`src/rtl/ppt_pkg.sv`:
```
package ppt_pkg;
  // Fixed-point reciprocal of three: floor(s*RECIP3 >> RECIP_SH) == floor(s/3) for s < 32768.
  localparam int RECIP_SH = 16;
  localparam int RECIP3   = 21846;

  typedef enum logic {
    ST_IDLE   = 1'b0,
    ST_ACTIVE = 1'b1
  } ppt_state_e;
endpackage

```
`src/rtl/ppt_smoother.sv`:
```
module ppt_smoother
  import ppt_pkg::*;
#(
  parameter int DW = 12
) (
  input  logic          clk,
  input  logic          rst,
  input  logic          in_valid,
  input  logic [DW-1:0] in_data,
  input  logic          avg3,
  output logic          y_valid,
  output logic [DW-1:0] y_data
);
  localparam int SW = DW + 2;
  localparam int PW = SW + RECIP_SH + 1;

  logic [DW-1:0] hist1, hist2;
  logic [SW-1:0] sum2, sum3;
  logic [PW-1:0] prod3;
  logic [DW-1:0] mean2, mean3;

  assign sum2  = SW'(in_data) + SW'(hist1);
  assign sum3  = SW'(in_data) + SW'(hist1) + SW'(hist2);
  assign prod3 = PW'(sum3) * PW'(RECIP3);
  assign mean2 = DW'(sum2 >> 1);
  assign mean3 = DW'(prod3 >> RECIP_SH);

  always_ff @(posedge clk) begin
    if (rst) begin
      hist1   <= '0;
      hist2   <= '0;
      y_valid <= 1'b0;
      y_data  <= '0;
    end else begin
      y_valid <= in_valid;
      if (in_valid) begin
        hist2  <= hist1;
        hist1  <= in_data;
        y_data <= avg3 ? mean3 : mean2;
      end
    end
  end
endmodule

```
`src/rtl/ppt_event_ctrl.sv`:
```
module ppt_event_ctrl
  import ppt_pkg::*;
#(
  parameter int DW = 12,
  parameter int TW = 16,
  parameter int OW = 12
) (
  input  logic          clk,
  input  logic          rst,
  input  logic          clr,
  input  logic          step_valid,
  input  logic [DW-1:0] step_data,
  input  logic [DW-1:0] thr,
  input  logic [OW-1:0] tout_len,
  input  logic          pk_now,
  output logic          active,
  output logic          step_in_evt,
  output logic [TW-1:0] step_time,
  output logic          event_end
);
  ppt_state_e    state;
  logic [TW-1:0] tcnt;
  logic [OW-1:0] tout;
  logic [OW:0]   limit;
  logic          above;
  logic          expire;

  assign above       = step_data > thr;
  assign active      = (state == ST_ACTIVE);
  assign step_in_evt = active || above;
  assign step_time   = tcnt;
  assign limit       = (tout_len == '0) ? (OW+1)'(1) : {1'b0, tout_len};
  assign expire      = ({1'b0, tout} + (OW+1)'(1)) >= limit;

  always_ff @(posedge clk) begin
    if (rst || clr) begin
      state     <= ST_IDLE;
      tcnt      <= '0;
      tout      <= '0;
      event_end <= 1'b0;
    end else if (step_valid) begin
      if (state == ST_IDLE) begin
        if (above) begin
          state     <= ST_ACTIVE;
          event_end <= 1'b0;
          tcnt      <= tcnt + 1'b1;
          tout      <= '0;
        end
      end else begin
        tcnt <= tcnt + 1'b1;
        if (pk_now) begin
          tout <= '0;
        end else if (expire) begin
          state     <= ST_IDLE;
          event_end <= 1'b1;
        end else begin
          tout <= tout + 1'b1;
        end
      end
    end
  end
endmodule

```
`src/rtl/ppt_peak_finder.sv`:
```
module ppt_peak_finder #(
  parameter int DW = 12,
  parameter int TW = 16
) (
  input  logic          clk,
  input  logic          rst,
  input  logic          step_valid,
  input  logic [DW-1:0] step_data,
  input  logic [TW-1:0] step_time,
  input  logic          step_in_evt,
  input  logic          test_en,
  output logic          pk_now,
  output logic          pk_valid,
  output logic [DW-1:0] pk_amp,
  output logic [TW-1:0] pk_time
);
  localparam int XW = DW + 3;

  logic [DW-1:0] y1, y2;
  logic [TW-1:0] t1;
  logic          e1;
  logic          rising, not_rising;
  logic [XW-1:0] curv;

  // curvature y[k] - 2*y[k-1] + y[k-2]; negative at a maximum
  assign curv       = XW'(step_data) + XW'(y2) - (XW'(y1) << 1);
  assign rising     = y1 > y2;
  assign not_rising = step_data <= y1;
  assign pk_now     = step_valid && test_en && e1 && rising && not_rising && curv[XW-1];

  always_ff @(posedge clk) begin
    if (rst) begin
      y1       <= '0;
      y2       <= '0;
      t1       <= '0;
      e1       <= 1'b0;
      pk_valid <= 1'b0;
      pk_amp   <= '0;
      pk_time  <= '0;
    end else begin
      pk_valid <= pk_now;
      if (pk_now) begin
        pk_amp  <= y1;
        pk_time <= t1;
      end
      if (step_valid) begin
        y2 <= y1;
        y1 <= step_data;
        t1 <= step_time;
        e1 <= step_in_evt;
      end
    end
  end
endmodule

```
`src/rtl/ppt_result_store.sv`:
```
module ppt_result_store #(
  parameter int AW    = 12,
  parameter int TW    = 16,
  parameter int DEPTH = 16,
  localparam int EW   = AW + TW,
  localparam int PW   = $clog2(DEPTH),
  localparam int CW   = $clog2(DEPTH + 1)
) (
  input  logic          clk,
  input  logic          rst,
  input  logic          clr,
  input  logic          wr_en,
  input  logic [AW-1:0] wr_amp,
  input  logic [TW-1:0] wr_time,
  input  logic [PW-1:0] rd_addr,
  output logic [EW-1:0] rd_data,
  output logic [CW-1:0] count,
  output logic          overflow
);
  logic [EW-1:0] mem [DEPTH];
  logic          has_room;
  logic          do_write;

  assign has_room = count < CW'(DEPTH);
  assign do_write = wr_en && !clr && has_room;

  // storage array without reset so that it maps to block RAM
  always_ff @(posedge clk) begin
    if (do_write) mem[count[PW-1:0]] <= {wr_amp, wr_time};
    rd_data <= mem[rd_addr];
  end

  always_ff @(posedge clk) begin
    if (rst || clr) begin
      count    <= '0;
      overflow <= 1'b0;
    end else if (wr_en) begin
      if (has_room) count <= count + 1'b1;
      else          overflow <= 1'b1;
    end
  end
endmodule

```
`src/rtl/pulse_peak_timer.sv`:
```
module pulse_peak_timer
  import ppt_pkg::*;
#(
  parameter int DW    = 12,
  parameter int TW    = 16,
  parameter int OW    = 12,
  parameter int DEPTH = 16,
  localparam int PW   = $clog2(DEPTH),
  localparam int CW   = $clog2(DEPTH + 1),
  localparam int EW   = DW + TW
) (
  input  logic          clk,
  input  logic          rst,
  input  logic          cfg_avg3,
  input  logic [DW-1:0] cfg_threshold,
  input  logic [OW-1:0] cfg_timeout,
  input  logic          clr_readout,
  input  logic          s_valid,
  input  logic [DW-1:0] s_data,
  input  logic [PW-1:0] rd_addr,
  output logic [EW-1:0] rd_data,
  output logic [CW-1:0] peak_count,
  output logic          overflow,
  output logic          event_end
);
  logic          y_valid;
  logic [DW-1:0] y_data;
  logic          active, in_evt, pk_now;
  logic [TW-1:0] step_time;
  logic          pk_valid;
  logic [DW-1:0] pk_amp;
  logic [TW-1:0] pk_time;

  ppt_smoother #(.DW(DW)) u_smooth (
    .clk     (clk),
    .rst     (rst),
    .in_valid(s_valid),
    .in_data (s_data),
    .avg3    (cfg_avg3),
    .y_valid (y_valid),
    .y_data  (y_data)
  );

  ppt_event_ctrl #(.DW(DW), .TW(TW), .OW(OW)) u_ctrl (
    .clk        (clk),
    .rst        (rst),
    .clr        (clr_readout),
    .step_valid (y_valid),
    .step_data  (y_data),
    .thr        (cfg_threshold),
    .tout_len   (cfg_timeout),
    .pk_now     (pk_now),
    .active     (active),
    .step_in_evt(in_evt),
    .step_time  (step_time),
    .event_end  (event_end)
  );

  ppt_peak_finder #(.DW(DW), .TW(TW)) u_peak (
    .clk        (clk),
    .rst        (rst),
    .step_valid (y_valid),
    .step_data  (y_data),
    .step_time  (step_time),
    .step_in_evt(in_evt),
    .test_en    (active),
    .pk_now     (pk_now),
    .pk_valid   (pk_valid),
    .pk_amp     (pk_amp),
    .pk_time    (pk_time)
  );

  ppt_result_store #(.AW(DW), .TW(TW), .DEPTH(DEPTH)) u_store (
    .clk     (clk),
    .rst     (rst),
    .clr     (clr_readout),
    .wr_en   (pk_valid),
    .wr_amp  (pk_amp),
    .wr_time (pk_time),
    .rd_addr (rd_addr),
    .rd_data (rd_data),
    .count   (peak_count),
    .overflow(overflow)
  );
endmodule

```
`config.mk`:
```
export PLATFORM = sky130hd
export DESIGN_NAME = pulse_peak_timer
export DESIGN_NICKNAME = d
export VERILOG_FILES = /design/src/rtl/ppt_pkg.sv /design/src/rtl/ppt_smoother.sv /design/src/rtl/ppt_event_ctrl.sv /design/src/rtl/ppt_peak_finder.sv /design/src/rtl/ppt_result_store.sv /design/src/rtl/pulse_peak_timer.sv
export SDC_FILE = /design/constraint.sdc
export NUM_CORES = 1
export LEC_CHECK = 0
export ABC_CLOCK_PERIOD_IN_PS = 20200
export BUFFER_PORTS_ARGS = -buffer_cell sky130_fd_sc_hd__buf_2
export CAP_MARGIN = 20
export CORE_MARGIN = 1
export CORE_UTILIZATION = 58
export DETAILED_ROUTE_END_ITERATION = 16
export PLACE_DENSITY = 0.75
export SYNTH_ARGS = -nofsm -noshare
export SYNTH_HDL_FRONTEND = slang
export SYNTH_SLANG_ARGS = --single-unit
```
`constraint.sdc`:
```
create_clock -name clk -period 20.2 [get_ports clk]
set_input_delay 0 -clock clk [delete_from_list [all_inputs] [get_ports clk]]
set_output_delay 0 -clock clk [all_outputs]
set_load 0.03 [all_outputs]
```
# Word level (Yosys, flattened, before mapping)
# Memory sizes are Yosys's and may differ from the RTL's. A register that Yosys moved wholly into a read port is not among the register bits.
# Cells that the tools add are included.
dict set report word_totals {
  ff_bits 143
  mem_bits_rw 448
  elab_cells 71
  inputBits 45
  mem_count 1
}
# memory depth width read_ports rd_ports_with_merged_regs wr line
set mem_list {}
lappend mem_list {u_store.mem 16 28 1 1 1 ppt_result_store.sv:20} ;# logic [EW-1:0] mem [DEPTH];
dict set report classes {
  bitwise 1
  magnitude_cmp 5
  eq_ne 3
  n_mux 18
  multipliers 1
  reduce_logical 17
  add_sub_neg 8
}
# operator count
set op_table {}
lappend op_table {{two-way mux 12 bit} 6}
lappend op_table {{two-way mux 16 bit} 2}
lappend op_table {{multiplier 14 x 14 -> 27 bit, second input constant} 1}
lappend op_table {{adder 12 x 12 -> 13 bit} 2}
lappend op_table {{> comparator 12 bit} 2}
lappend op_table {{adder 16 x 1 -> 16 bit, second input constant} 1}
lappend op_table {{subtractor 15 x 13 -> 15 bit} 1}
lappend op_table {{adder 14 x 12 -> 14 bit} 1}
lappend op_table {{adder 12 x 1 -> 13 bit, second input constant} 1}
lappend op_table {{>= comparator 13 bit} 1}
lappend op_table {{adder 12 x 1 -> 12 bit, second input constant} 1}
lappend op_table {{less-or-equal comparator 12 bit} 1}
lappend op_table {{zero test 12 bit} 1}
lappend op_table {{two-way mux 1 bit} 10}
lappend op_table {{logical AND 1 bit} 7}
lappend op_table {{AND reduction 2 bit} 3}
lappend op_table {{adder 5 x 1 -> 5 bit, second input constant} 1}
lappend op_table {{< comparator 5 bit, second input constant} 1}
lappend op_table {{inequality test 2 bit, second input constant} 2}
lappend op_table {{AND reduction 4 bit} 1}
lappend op_table {{inequality test 3 bit, second input constant} 1}
lappend op_table {{AND reduction 3 bit} 1}
lappend op_table {{logical OR 1 bit} 2}
lappend op_table {{nonzero test 2 bit} 1}
lappend op_table {{2 further kinds} 2}

# Depth between registers and ports, before layout
dict set report depth {
  word_depth 7
  depth_mapped 35
  mapped_depth_nobuf 35
}

# Cells and area by module
# Synthesis repeated with hierarchy kept, for this count alone.
dict set report hier_totals {
  cells_unflattened 2054
  area_unflattened_um2 29435.7
}
# mod instances area_per_inst_um2 cells_each seq_area_each_um2
set by_module_without_submodules {}
lappend by_module_without_submodules {ppt_result_store 1 17829.6 769 14133.6}
lappend by_module_without_submodules {ppt_smoother 1 5495.3 604 740.7}
lappend by_module_without_submodules {ppt_peak_finder 1 3842.4 396 1401.3}
lappend by_module_without_submodules {ppt_event_ctrl 1 2268.4 285 600.6}

# Worst setup path before layout
# OpenSTA, ideal clock, no wires.
dict set report synth_timing {
  kind {reg-to-reg}
  startpoint {register u_smooth.hist1[0]}
  endpoint {register u_smooth.y_data[4]}
  arrival_time_ps 7615
  required_time_ps 20122
  path_slack_ps 12508
  stages_incl_launch_ff 35
  setup_ps 78
  n_path_buf 0
  cell_sequence {dfxtp_1 > ha_1 > inv_1 > fa_1 > nor2b_1 > o31a_1 > o31a_1 > a21oi_1 > ha_1 > or4_1 > o22ai_1 > nor2_1 > a221oi_1 > nand2b_1 > a21o_1 > xnor2_1 > inv_1 > ha_1 > ha_1 > xnor2_1 > fa_1 > fa_1 > inv_1 > fa_1 > inv_1 > ha_1 > o21a_1 > nor2_1 > o31a_1 > nor3_1 > a21oi_1 > o21ai_0 > mux2i_1 > nor2_1 > nor3_1}
}
dict set report synth_between {
  elab_chain_cells 4
}
# item line
set synth_lines {}
lappend synth_lines {{start, declared} ppt_smoother.sv:17} ;# logic [DW-1:0] hist1, hist2;
lappend synth_lines {{start signal, assigned} ppt_smoother.sv:38} ;# hist1 <= in_data;
lappend synth_lines {{adder 12 x 12 -> 13 bit (*)} {ppt_smoother.sv:22, ppt_smoother.sv:23}}
lappend synth_lines {{adder 14 x 12 -> 14 bit} ppt_smoother.sv:23} ;# assign sum3 = SW'(in_data) + SW'(hist1) + SW'(hist2);
lappend synth_lines {{multiplier 14 x 14 -> 27 bit} ppt_smoother.sv:24} ;# assign prod3 = PW'(sum3) * PW'(RECIP3);
lappend synth_lines {{two-way mux 12 bit (*)} ppt_smoother.sv:39} ;# y_data <= avg3 ? mean3 : mean2;
lappend synth_lines {{end signal, assigned} ppt_smoother.sv:39}
lappend synth_lines {{end, declared} ppt_smoother.sv:12} ;# output logic [DW-1:0] y_data
# Mark *: on every way between the ends. The rest lies on a longest branch, timed or not.
# A chain may end at the register's enable or synchronous reset.

# Worst setup path in the final report
dict set report layout_timing {
  startpoint {register u_smooth.hist1[0]}
  endpoint {register u_smooth.y_data[7]}
}
# The elaborated chain is that of the path after synthesis.

==> results.py <==
metrics = {
    "logic_synthesis": {
        "netlist_instances": 1964,
        "yosysTopAreaCellShare_pct": 46.3,
        "synth-compound-area-share_pct": 4.77,
        "synth_flop_cell": "edfxtp_1",
        "synth_top_family_by_area": "multiplexers",
        "syn_avg_cell_area_um2": 14.8,
        "synth-simple-area-share_pct": 5.67,
        "synth_edf_count": 448,
        "ys_ff_latch": 619,
        "ys_seq_area_share_pct": 58.1,
        "muxShareOfSynthArea_pct": 14.2,
        "ys_top_cells_by_area": "edfxtp_1 46%, dfxtp_1 12%, mux4_2 11%",
        "synthXorXnorAreaFrac_pct": 2.14,
        "yosys.area_share.adder_pct": 11.9,
        "netlist_area_um2": 29100,
        "ys_types": 80,
        "yosysTopAreaCell": "edfxtp_1",
        "syn_nets": 2254,
        "synth_warnings": 0,
        "ys_async_sr_fraction_pct": 0,
    },
    "global_route": {
        "antenna_found_initial": 1,
        "grt_pass1_wl_um": 97300,
        "grt_pass1_vias": 17100,
        "grtUsageTotal_pct": 25.5,
        "overflow": 0,
        "grt_max_degree": 72,
    },
    "sta": {
        "setup_slack_ns": 11.28,
        "relSlewSlack_pct": 29.7,
        "rsz0062_at_grt": "false",
        "min_period_ns": 8.92,
        "period_share_pct": 44.1,
        "slew_violations": 0,
        "fmax_mhz": 112,
        "finClkSkew_ns": 0.0307,
        "hold_viol_final": 0,
        "tns_ns": 0,
        "setup_viol": 0,
        "tightest_slew_ns": 1.06,
    },
    "floorplan": {
        "die_y_um": 226,
        "core-area_um2": 49200,
        "dieArea_um2": 51000,
        "start_util_pct": 59.1,
        "rows": 81,
        "io_pins": 80,
        "die_x_um": 226,
    },
    "detailed_routing": {
        "dr.pass1.iters": 5,
        "wire_per_inst_um": 22.4,
        "drc": 0,
        "first_iter_violations": 1223,
        "postRouteAntennaNets": 0,
        "routed_wl_um": 63000,
        "vias": 16600,
        "viasPerCell": 5.92,
    },
    "critical_path": {
        "ff2ff_setup_slack_ns": 11.28,
        "worstPathArrival_ns": 9.48,
        "cp_top_family": "adder cells",
        "cp.buffers_inverters": 5,
        "rr_worst_depth": 35,
        "end_kind": "flip-flop",
        "crit_required_ns": 20.76,
        "critical_path_class": "flip-flop to flip-flop",
        "path_depth": 35,
        "cpMostUsedCell": "ha_1",
        "crit_slowest_cell": "dlygate4sd3_1",
        "slowest_delay_ns": 0.57,
        "critPathLaunchType": "flip-flop",
        "worstPathMaxFanout": 4,
    },
    "pwr": {
        "comb_power_share_pct": 50.2,
        "seq_power_share_pct": 27.7,
        "switching_power_mw": 1.93,
        "intPower_mw": 3.09,
        "clkPwrFrac_pct": 22.1,
        "power_leakage_nw": 12.6,
        "p_sw_share_pct": 38.4,
        "power.density_nw_per_um2": 154,
        "ir_worst_vdd_uv": 261,
    },
    "clock_network": {
        "h-tree-depth": 2,
        "ctsRootBufferMaster": "clkbuf_16",
        "cts_tree": "yes",
        "cts_buffer_depth": 3,
        "cts_made_buffers": 61,
        "clk_latency_ns": 0.64,
        "clkTransAtPathRegs_ns": 0.06,
        "post_cts_buffers": 0,
        "postCtsHoldBufs": 28,
        "cts.sinks": 619,
        "cts_resized": 0,
    },
    "final_layout": {
        "most-common-layout-cells": "448 x edfxtp_1, 192 x ha_1, 175 x nor2_1",
        "antenna_cells": 0,
        "drive_above_1_share_pct": 17.4,
        "final_common_cell": "edfxtp_1",
        "nets": 2380,
        "fin_cells": 2807,
        "area_growth_pct": 12.2,
    },
    "run_status": {
        "status": "finished, final reports clean",
    },
    "place": {
        "hpwl_um": 37700,
        "gp_congestion": 0.866,
        "io_buffers": 79,
        "place_inst": 2661,
        "dpl_worst_slack_ns": 11.76,
    },
    "run": {
        "drv_cap": 0,
    },
    "hold_path": {
        "worstHoldPathCells": 3,
        "min_path_type": "primary input to flip-flop",
    },
}
[routing by layer]
metal  wire length (µm)  vias up  GRT usage, %
met5                  0        -             0
met4               1590        0          8.25
met3               3260      108          3.20
met2              32700      533          45.4
met1              25500     8362          32.5
li1                   -     7601             -
[Yosys cell counts, drive strengths merged (4+ instances only)]
library cell	n
a211oi	9
ha	192
nand3	16
nor2b	14
nor4	7
nand2	53
a31o	4
o31a	4
nor3	22
mux4	140
and3	6
nor2	189
nand4	19
o31ai	4
buf	26
fa	53
edfxtp	448
o21a	17
a22o	8
inv	170
nand2b	8
dfxtp	171
a311oi	5
clkbuf	41
xor2	19
mux2i	97
a21oi	49
o21ai	33
or3	6
xnor2	51
a21o	25
[cell type report]
type	count	area, µm²
fill	3396	16600
tap	664	831
timing repair buffer	130	892
clock buffer	91	1760
clock inverter	25	238
inverter	170	638
multi-input combinational	1108	11400
sequential	619	16900
[stage by stage]
| stage | instance area [µm²] | power, mW | hold WS [ns] | utilization, % |
|---|---|---|---|---|
| after floorplan | 29100 | 3.32 | 0.147 | - |
| after global placement | 30300 | 3.82 | 0.259 | 61.6 |
| after detailed placement | 30300 | 3.90 | 0.276 | 61.6 |
| after CTS | 32600 | 5.03 | 0.0997 | 66.2 |
| after global routing | 32600 | 5.43 | 0.134 | 66.3 |
| final | 32600 | 5.03 | 0.0981 | 66.3 |
[power groups by stage]
stage	Clock [mW]	Sequential, mW	Combinational [mW]
finish	1.11	1.39	2.52
detailed placement	0	1.42	2.48
global route	1.17	1.39	2.86
CTS	1.13	1.39	2.51
floorplan	0	1.42	1.90
global placement	0	1.42	2.40
[worst min-delay path: cells and delay by family]
| family | cells | cell delay, ns |
|---|---|---|
| buf+inv | 1 | 0.22 |
| mux | 2 | 0.48 |
[sequential cells by signal, summed over array words and instances, names as in the netlist, 5 cells and up]
signal,flops
u_ctrl.step_time,16
u_smooth.y_data,12
u_store.mem,448
u_peak.y2,12
u_ctrl.tout,12
u_peak.pk_time,16
u_peak.y1,12
u_smooth.hist2,12
u_peak.t1,16
u_smooth.hist1,12
u_store.rd_data,28
u_store.count,5
u_peak.pk_amp,12
[worst paths after layout]
path	start	endpoint
min	rd_addr[0]	u_store.rd_data[15]
min reg2reg	u_store.overflow	u_store.overflow
max	u_smooth.hist1[0]	u_smooth.y_data[7]
max reg2reg	u_smooth.hist1[0]	u_smooth.y_data[7]
[kinds of logic after synthesis]
| logic type | Yosys count |
|---|---|
| AO/OA/AOI/OAI | 196 |
| XOR/XNOR | 70 |
| adder cells (fa/ha/maj) | 245 |
| buffers and inverters | 237 |
| flip-flops | 619 |
| multiplexers | 238 |
| AND/OR/NAND/NOR | 359 |
Power figures use the tool's default switching activity.
